[src/rtl/retire_pkg.sv]
package retire_pkg;
  // strobes from the scan control to the state datapath
  typedef struct packed {
    logic fullWidth;  // commit budget used up this cycle
    logic anyRetire;  // at least one entry left the head
    logic trapSet;    // fault trap raised for the granted thread
  } retireStrobe_t;
endpackage

[src/rtl/retire_scan.sv]
module retire_scan
  import retire_pkg::*;
#(
  parameter int W    = 4,
  parameter int WIN  = 6,
  parameter int SEQW = 16,
  localparam int CNTW = $clog2(WIN + 1)
) (
  input  logic                clk,
  input  logic                rstN,
  input  logic                grantOk,
  input  logic [WIN-1:0]      hdValid,
  input  logic [WIN-1:0]      hdReady,
  input  logic [WIN-1:0]      hdSquashed,
  input  logic [WIN-1:0]      hdExecuted,
  input  logic [WIN-1:0]      hdNonSpec,
  input  logic [WIN-1:0]      hdStoreCond,
  input  logic [WIN-1:0]      hdMemBar,
  input  logic [WIN-1:0]      hdWrBar,
  input  logic [WIN-1:0]      hdLoad,
  input  logic [WIN-1:0]      hdFault,
  input  logic [WIN*SEQW-1:0] hdSeq,
  input  logic                storesPending,
  output logic [CNTW-1:0]     retireCnt,
  output logic [CNTW-1:0]     commitCnt,
  output logic [CNTW-1:0]     squashCnt,
  output logic                nonSpecReq,
  output logic [SEQW-1:0]     nonSpecSeq,
  output logic                uncachedReq,
  output logic [SEQW-1:0]     uncachedSeq,
  output logic                trapReq,
  output logic                doneValid,
  output logic [SEQW-1:0]     doneSeq,
  output logic                unknownErr,
  output retireStrobe_t       strobe
);
  localparam logic [CNTW-1:0] BUDGET = CNTW'(W);
  localparam logic [CNTW-1:0] ONE    = CNTW'(1);

  logic walking;
  logic serialising;
  logic [SEQW-1:0] slotSeq;

  always_comb begin
    walking     = grantOk;
    retireCnt   = '0;
    commitCnt   = '0;
    squashCnt   = '0;
    nonSpecReq  = 1'b0;
    nonSpecSeq  = '0;
    uncachedReq = 1'b0;
    uncachedSeq = '0;
    trapReq     = 1'b0;
    doneValid   = 1'b0;
    doneSeq     = '0;
    unknownErr  = 1'b0;
    serialising = 1'b0;
    slotSeq     = '0;
    for (int i = 0; i < WIN; i++) begin
      slotSeq     = hdSeq[i*SEQW +: SEQW];
      serialising = hdNonSpec[i] | hdStoreCond[i] | hdMemBar[i] | hdWrBar[i];
      if (walking) begin
        if (commitCnt == BUDGET || !hdValid[i] || !hdReady[i]) begin
          walking = 1'b0;
        end else if (hdSquashed[i]) begin
          retireCnt = retireCnt + ONE;
          squashCnt = squashCnt + ONE;
        end else if (!hdExecuted[i]) begin
          walking = 1'b0;
          if (serialising) begin
            if (commitCnt == '0 && !storesPending) begin
              nonSpecReq = 1'b1;
              nonSpecSeq = slotSeq;
            end
          end else if (hdLoad[i]) begin
            uncachedReq = 1'b1;
            uncachedSeq = slotSeq;
          end else begin
            unknownErr = 1'b1;
          end
        end else if (hdFault[i]) begin
          walking = 1'b0;
          trapReq = (commitCnt == '0) && !storesPending;
        end else begin
          retireCnt = retireCnt + ONE;
          commitCnt = commitCnt + ONE;
          doneValid = 1'b1;
          doneSeq   = slotSeq;
        end
      end
    end
    strobe.fullWidth = (commitCnt == BUDGET);
    strobe.anyRetire = (retireCnt != '0);
    strobe.trapSet   = trapReq;
  end

  // R1 budget never exceeded
  p_budget_r1: assert property (@(posedge clk) disable iff (!rstN)
    commitCnt <= BUDGET);
  // R3/R4/R5/R8 the walk ends on at most one kind of stop action
  p_one_stop_r3: assert property (@(posedge clk) disable iff (!rstN)
    $onehot0({nonSpecReq, uncachedReq, trapReq, unknownErr}));
  // R5 a trap is only raised with no commit ahead of it
  p_trap_first_r5: assert property (@(posedge clk) disable iff (!rstN)
    trapReq |-> (commitCnt == '0 && !storesPending));
  // R6 done report tracks commits
  p_done_r6: assert property (@(posedge clk) disable iff (!rstN)
    doneValid == (commitCnt != '0));
endmodule

[src/rtl/retire_state.sv]
module retire_state
  import retire_pkg::*;
#(
  parameter int WIN   = 6,
  parameter int NT    = 2,
  parameter int DEPTH = 32,
  parameter int CTRW  = 16,
  localparam int CNTW  = $clog2(WIN + 1),
  localparam int TIDW  = (NT > 1) ? $clog2(NT) : 1,
  localparam int FREEW = $clog2(DEPTH + 1)
) (
  input  logic             clk,
  input  logic             rstN,
  input  retireStrobe_t    strobe,
  input  logic [TIDW-1:0]  grantTid,
  input  logic [NT-1:0]    trapDone,
  input  logic [CNTW-1:0]  retireCnt,
  input  logic [CNTW-1:0]  squashCnt,
  input  logic [FREEW-1:0] robFreeIn,
  output logic             grantBlocked,
  output logic [CTRW-1:0]  bwLimitCnt,
  output logic [CTRW-1:0]  squashRetireCnt,
  output logic             freeBcastValid,
  output logic [FREEW-1:0] freeBcastCnt,
  output logic             robEmptyBcast
);
  logic [NT-1:0] trapPend;
  logic [FREEW-1:0] freeNext;

  assign grantBlocked = trapPend[grantTid];
  assign freeNext     = robFreeIn + FREEW'(retireCnt);

  for (genvar t = 0; t < NT; t++) begin : g_thread
    always_ff @(posedge clk) begin
      if (!rstN)                                          trapPend[t] <= 1'b0;
      else if (strobe.trapSet && grantTid == TIDW'(t))    trapPend[t] <= 1'b1;
      else if (trapDone[t])                               trapPend[t] <= 1'b0;
    end
  end

  always_ff @(posedge clk) begin
    if (!rstN) begin
      bwLimitCnt      <= '0;
      squashRetireCnt <= '0;
      freeBcastValid  <= 1'b0;
      freeBcastCnt    <= '0;
      robEmptyBcast   <= 1'b0;
    end else begin
      if (strobe.fullWidth) bwLimitCnt <= bwLimitCnt + CTRW'(1);
      squashRetireCnt <= squashRetireCnt + CTRW'(squashCnt);
      freeBcastValid  <= strobe.anyRetire;
      freeBcastCnt    <= strobe.anyRetire ? freeNext : '0;
      robEmptyBcast   <= strobe.anyRetire && (freeNext == FREEW'(DEPTH));
    end
  end

  // R5 a raised trap blocks the thread on the next cycle
  p_trap_block_r5: assert property (@(posedge clk) disable iff (!rstN)
    (strobe.trapSet && !trapDone[grantTid]) |=> trapPend[$past(grantTid)]);
  // R9 no report after a cycle without retirement
  p_bcast_quiet_r9: assert property (@(posedge clk) disable iff (!rstN)
    !strobe.anyRetire |=> (!freeBcastValid && !robEmptyBcast));
  // R7 budget cycle advances the limit counter
  p_bw_step_r7: assert property (@(posedge clk) disable iff (!rstN)
    strobe.fullWidth |=> bwLimitCnt == $past(bwLimitCnt) + CTRW'(1));
endmodule

[src/rtl/rob_retire.sv]
module rob_retire
  import retire_pkg::*;
#(
  parameter int W     = 4,
  parameter int WIN   = 6,
  parameter int SEQW  = 16,
  parameter int NT    = 2,
  parameter int DEPTH = 32,
  parameter int CTRW  = 16,
  localparam int CNTW  = $clog2(WIN + 1),
  localparam int TIDW  = (NT > 1) ? $clog2(NT) : 1,
  localparam int FREEW = $clog2(DEPTH + 1)
) (
  input  logic                clk,
  input  logic                rstN,
  input  logic                grantValid,
  input  logic [TIDW-1:0]     grantTid,
  input  logic [WIN-1:0]      hdValid,
  input  logic [WIN-1:0]      hdReady,
  input  logic [WIN-1:0]      hdSquashed,
  input  logic [WIN-1:0]      hdExecuted,
  input  logic [WIN-1:0]      hdNonSpec,
  input  logic [WIN-1:0]      hdStoreCond,
  input  logic [WIN-1:0]      hdMemBar,
  input  logic [WIN-1:0]      hdWrBar,
  input  logic [WIN-1:0]      hdLoad,
  input  logic [WIN-1:0]      hdFault,
  input  logic [WIN*SEQW-1:0] hdSeq,
  input  logic                storesPending,
  input  logic [FREEW-1:0]    robFreeIn,
  input  logic [NT-1:0]       trapDone,
  output logic [CNTW-1:0]     retireCnt,
  output logic [CNTW-1:0]     commitCnt,
  output logic                nonSpecReq,
  output logic [SEQW-1:0]     nonSpecSeq,
  output logic                uncachedReq,
  output logic [SEQW-1:0]     uncachedSeq,
  output logic                trapReq,
  output logic                doneValid,
  output logic [SEQW-1:0]     doneSeq,
  output logic                unknownErr,
  output logic [CTRW-1:0]     bwLimitCnt,
  output logic [CTRW-1:0]     squashRetireCnt,
  output logic                freeBcastValid,
  output logic [FREEW-1:0]    freeBcastCnt,
  output logic                robEmptyBcast
);
  retireStrobe_t   strobe;
  logic            grantBlocked;
  logic [CNTW-1:0] squashCnt;

  retire_scan #(.W(W), .WIN(WIN), .SEQW(SEQW)) u_scan (
    .clk(clk), .rstN(rstN),
    .grantOk(grantValid && !grantBlocked),
    .hdValid(hdValid), .hdReady(hdReady), .hdSquashed(hdSquashed),
    .hdExecuted(hdExecuted), .hdNonSpec(hdNonSpec), .hdStoreCond(hdStoreCond),
    .hdMemBar(hdMemBar), .hdWrBar(hdWrBar), .hdLoad(hdLoad), .hdFault(hdFault),
    .hdSeq(hdSeq), .storesPending(storesPending),
    .retireCnt(retireCnt), .commitCnt(commitCnt), .squashCnt(squashCnt),
    .nonSpecReq(nonSpecReq), .nonSpecSeq(nonSpecSeq),
    .uncachedReq(uncachedReq), .uncachedSeq(uncachedSeq),
    .trapReq(trapReq), .doneValid(doneValid), .doneSeq(doneSeq),
    .unknownErr(unknownErr), .strobe(strobe)
  );

  retire_state #(.WIN(WIN), .NT(NT), .DEPTH(DEPTH), .CTRW(CTRW)) u_state (
    .clk(clk), .rstN(rstN), .strobe(strobe), .grantTid(grantTid),
    .trapDone(trapDone), .retireCnt(retireCnt), .squashCnt(squashCnt),
    .robFreeIn(robFreeIn), .grantBlocked(grantBlocked),
    .bwLimitCnt(bwLimitCnt), .squashRetireCnt(squashRetireCnt),
    .freeBcastValid(freeBcastValid), .freeBcastCnt(freeBcastCnt),
    .robEmptyBcast(robEmptyBcast)
  );

  // R1 no retirement without a usable grant
  p_no_grant_r1: assert property (@(posedge clk) disable iff (!rstN)
    !grantValid |-> retireCnt == '0);
  // R2 cancelled entries never count as commits
  p_pop_ge_commit_r2: assert property (@(posedge clk) disable iff (!rstN)
    retireCnt >= commitCnt);
endmodule

[config.mk]
export PLATFORM = sky130hd
export DESIGN_NAME = rob_retire
export DESIGN_NICKNAME = d
export VERILOG_FILES = /design/src/rtl/retire_pkg.sv /design/src/rtl/retire_scan.sv /design/src/rtl/retire_state.sv /design/src/rtl/rob_retire.sv
export SDC_FILE = /design/constraint.sdc
export NUM_CORES = 1
export LEC_CHECK = 0
export CAP_MARGIN = 20
export CELL_PAD_IN_SITES_DETAIL_PLACEMENT = 1
export CELL_PAD_IN_SITES_GLOBAL_PLACEMENT = 1
export CORE_MARGIN = 1
export CORE_UTILIZATION = 27
export DETAILED_ROUTE_END_ITERATION = 8
export PLACE_DENSITY_LB_ADDON = 0.25
export SLEW_MARGIN = 20
export SYNTH_ARGS = -nofsm -noshare
export SYNTH_HDL_FRONTEND = slang
export SYNTH_HIERARCHICAL = 1
export SYNTH_SLANG_ARGS = --single-unit
[constraint.sdc]
create_clock -name clk -period 7.8 [get_ports clk]
set_input_delay 1.17 -clock clk [delete_from_list [all_inputs] [get_ports clk]]
set_output_delay 1.17 -clock clk [all_outputs]
set_load 0.005 [all_outputs]
==> results.txt <==
Status = finished, final reports clean
DP Wirelength = 22.67 mm
Syn_area_per_cell = 7.770 um2
Number of global-route vias before repair = 8046
CTS H-tree lvls = 2
Post-synth top flop = dfxtp_1
Synth Register Bits = 42
Sequential cell area = 840.8 um2
Cells after synthesis = 752
CTS buffer count = 5
Final Hold Fails = 0
Setup Crit Path Kind = input pin to primary output
YS warnings = 6
Sequential share of power = 33.5%
Commonest cells after routing, fill and taps aside = clkdlybuf4s50_1 (201), buf_4 (114), nand2_1 (66)
Crit-path most repeated cell = buf_4
Post-synth net total = 949
Initial antenna violation count = 3
Crit-path max FO = 5
Die Y = 149.1 um
CTS tree = done
First-pass GRT wire length = 45.31 mm
CP bufs+invs = 10
Clock power frac = 38.0%
Hold-fix buffers, CTS = 0
Die ar. = 0.02223 mm2
CTS sink count = 42
Synth Cell Area = 0.005843 mm2
Routed Antenna Nets = 0
Via count = 7700
First-pass DRT Iterations = 5
Area of the multi-input gates = 0.005020 mm2
Layout cells sized above 1 = 20.11%
Hold Path Class = flop to flop
Critical path's top delay family = simple AND/OR/NAND/NOR gates
MaxCap Viol Count = 0
Root Buffer = clkbuf_16
Pleak = 4.747 nW
Int Power = 0.0004729 W
Total congestion overflow = 0
Pin count of the biggest net entering global routing = 41
Final setup fails = 0
PwrDens = 62.70 mW/mm2
Drt initial violations = 367
EDFF count, synth = 0
CP Data Required Time = 6630 ps
Synth cell types = 83
Placed insts = 1345
Sw Pwr = 0.0001692 W
Clk slew on worst S/H paths = 70 ps
Delay of the slowest cell on the worst path = 470 ps
Fill count = 2520
Final Power = 0.0006421 W
Chip Width = 149.1 um
Sequential area share after synthesis = 14.39%
Initial Util = 27.71%
Vias/cell = 5.548
CP endpoint kind = primary output
DRC = 0
Layout Cells excl Fill = 1388
Reg2reg end = u_state/robEmptyBcast$_SDFF_PN0_
Core area = 0.02109 mm2
Period utilisation layout = 97.43%
Number of cells on the critical path = 31
Reg2reg setup slack = 1100 ps
Wirelength per Cell = 21.77 um
Total Nets Final = 1305
Gpl congestion = 0.8670
Max-Slew Margin vs Limit = 25.76%
Port bufs = 267
Critical Path Sink = trapReq
Worst r2r src = u_state/trapPend[0]$_SDFFE_PN0P_
Final WL = 30.22 mm
Layout area overhead = 75.27%
Commonest non-fill, non-tap cell in the layout = clkdlybuf4s50_1
HP Start = u_state/squashRetireCnt[15]$_SDFF_PN0_
Total Routing Usage GR = 26.05%
Max frequency = 131.6 MHz
Final min period = 7600 ps
Fin. max-slew vios = 0
Clk_lat worst skew = 290 ps
Crit path DAT = 6430 ps
Critical-path top delay cell = clkdlybuf4s50_1
Post-synth ARST share = 0%
IR drop worst, VDD = 0.07723 mV
Ports = 268
CP startpoint = grantTid
Gate power share = 28.5%
Clock skew = 6.909 ps
Worst Tran Pin Value = 1103 ps
Max clock buf depth = 2
CP startpoint kind = input pin
Switching portion of total power = 26.36%
R2R depth = 37
Final Util = 48.56%
Row cnt = 53
synth_stat cells, drive strengths merged (2+ instances only):
| master | instances | area (um2) |
|---|---|---|
| or4 | 4 | 30.03 |
| nand3b | 3 | 22.52 |
| a21boi | 4 | 30.03 |
| xor2 | 22 | 211.5 |
| a21o | 24 | 181.4 |
| nor3 | 32 | 160.2 |
| inv | 28 | 105.1 |
| or3 | 9 | 56.30 |
| o2111ai | 5 | 67.57 |
| buf | 25 | 170.2 |
| a22oi | 29 | 217.7 |
| nand2b | 12 | 75.07 |
| nor4b | 3 | 32.53 |
| o21a | 3 | 22.52 |
| o21ai | 13 | 65.06 |
| nor4 | 18 | 127.6 |
| o211ai | 2 | 15.01 |
| a222oi | 4 | 40.04 |
| o22ai | 3 | 18.77 |
| mux2 | 7 | 82.57 |
| nor2b | 6 | 45.04 |
| o2bb2ai | 8 | 70.07 |
| xnor2 | 16 | 147.7 |
| nor2 | 51 | 193.9 |
| nand2 | 71 | 274.0 |
| and3 | 18 | 112.6 |
| nand3 | 21 | 105.1 |
| nand4 | 20 | 146.4 |
| clkbuf | 20 | 75.07 |
| dfxtp | 42 | 840.8 |
| and4 | 8 | 70.07 |
| mux2i | 28 | 292.8 |
| nand4b | 2 | 17.52 |
| a21oi | 29 | 148.9 |
| ha | 26 | 325.3 |
| a211oi | 19 | 147.6 |
| fa | 2 | 40.04 |
| a22o | 16 | 140.1 |
| and2 | 31 | 196.4 |
| a2111oi | 4 | 53.80 |
| a221o | 39 | 390.4 |
| and4b | 2 | 20.02 |
| nor3b | 6 | 60.06 |
how the worst min path moves through the flow:
stage | to | slack (ps) | cells after the start
global placement | u_state/squashRetireCnt[15]$_SDFF_PN0_ | 460 | 2
CTS | u_state/squashRetireCnt[15]$_SDFF_PN0_ | 490 | 2
finish | u_state/squashRetireCnt[15]$_SDFF_PN0_ | 480 | 2
floorplan | u_state/trapPend[1]$_SDFFE_PN0P_ | 450 | 2
detailed placement | u_state/squashRetireCnt[15]$_SDFF_PN0_ | 480 | 2
global route | u_state/squashRetireCnt[15]$_SDFF_PN0_ | 550 | 2
metrics by stage:
step                hold WS, ps  TNS, ps  cell area [um2]  setup slack, ps
finish                    482.2        0            10240            200.3
global route              546.5   -470.3            10240           -38.56
CTS                       487.5   -38.43             9873           -38.43
detailed placement        476.2   -37040             9498           -665.7
global placement          458.4   -19390             9498           -418.6
floorplan                 453.9        0             5908            1.152
layer usage:
metal | vias to the layer above | track usage (%) | share of wire, %
li1 | 3604 | - | -
met1 | 3767 | 31.35 | 41
met2 | 268 | 45.77 | 49
met3 | 61 | 4.618 | 6.2
met4 | 0 | 9.898 | 3.5
met5 | - | 0 | 0
tightest hold or removal path, cell delays in order (launching register included):
cell	delay, ps
dfxtp_1	320
nand2_1	50
mux2i_1	60
sequential cells by signal, summed over array words and instances (netlist names):
register	cells
u_state/bwLimitCnt	16
u_state/squashRetireCnt	16
u_state/freeBcastCnt	6
u_state/trapPend	2
u_state/freeBcastValid	1
u_state/robEmptyBcast	1
layout make-up:
cell class	count	area share (%)
Multi-Input combinational cell	637	49.02
Timing Repair Buffer	394	36.62
Sequential cell	42	8.210
Tap cell	275	3.360
Clock buffer	5	1.222
Inverter	28	1.051
Clock inverter	3	0.4276
Antenna cell	4	0.09774
what timing repair did:
action | in CTS | in global routing
gates resized for setup | 79 | 66
endpoints found under the setup margin | 66 | 69
pin swaps | 9 | 20
gates cloned | 1 | 2
buffers inserted | 17 | 10
power groups by stage:
| stage | Sequential [W] | Clock, W | Combinational, W |
|---|---|---|---|
| global route | 0.000215 | 0.000261 | 0.000194 |
| detailed placement | 0.000220 | 0 | 0.000176 |
| floorplan | 0.000220 | 0 | 0.0000386 |
| finish | 0.000215 | 0.000244 | 0.000183 |
| CTS | 0.000215 | 0.000250 | 0.000178 |
| global placement | 0.000220 | 0 | 0.000173 |
logic make-up after synthesis:
| logic type | after synthesis | synth area share (%) |
|---|---|---|
| adders and majority gates | 28 | 6.253 |
| AOI/OAI and AO/OA | 211 | 29.02 |
| muxes | 35 | 6.424 |
| xor gates and xnor gates | 40 | 6.938 |
| and+or+nand+nor | 323 | 30.99 |
| buffers and inverters | 73 | 5.996 |
| DFF | 42 | 14.39 |
Note: power is estimated with default switching activity, not from simulation.
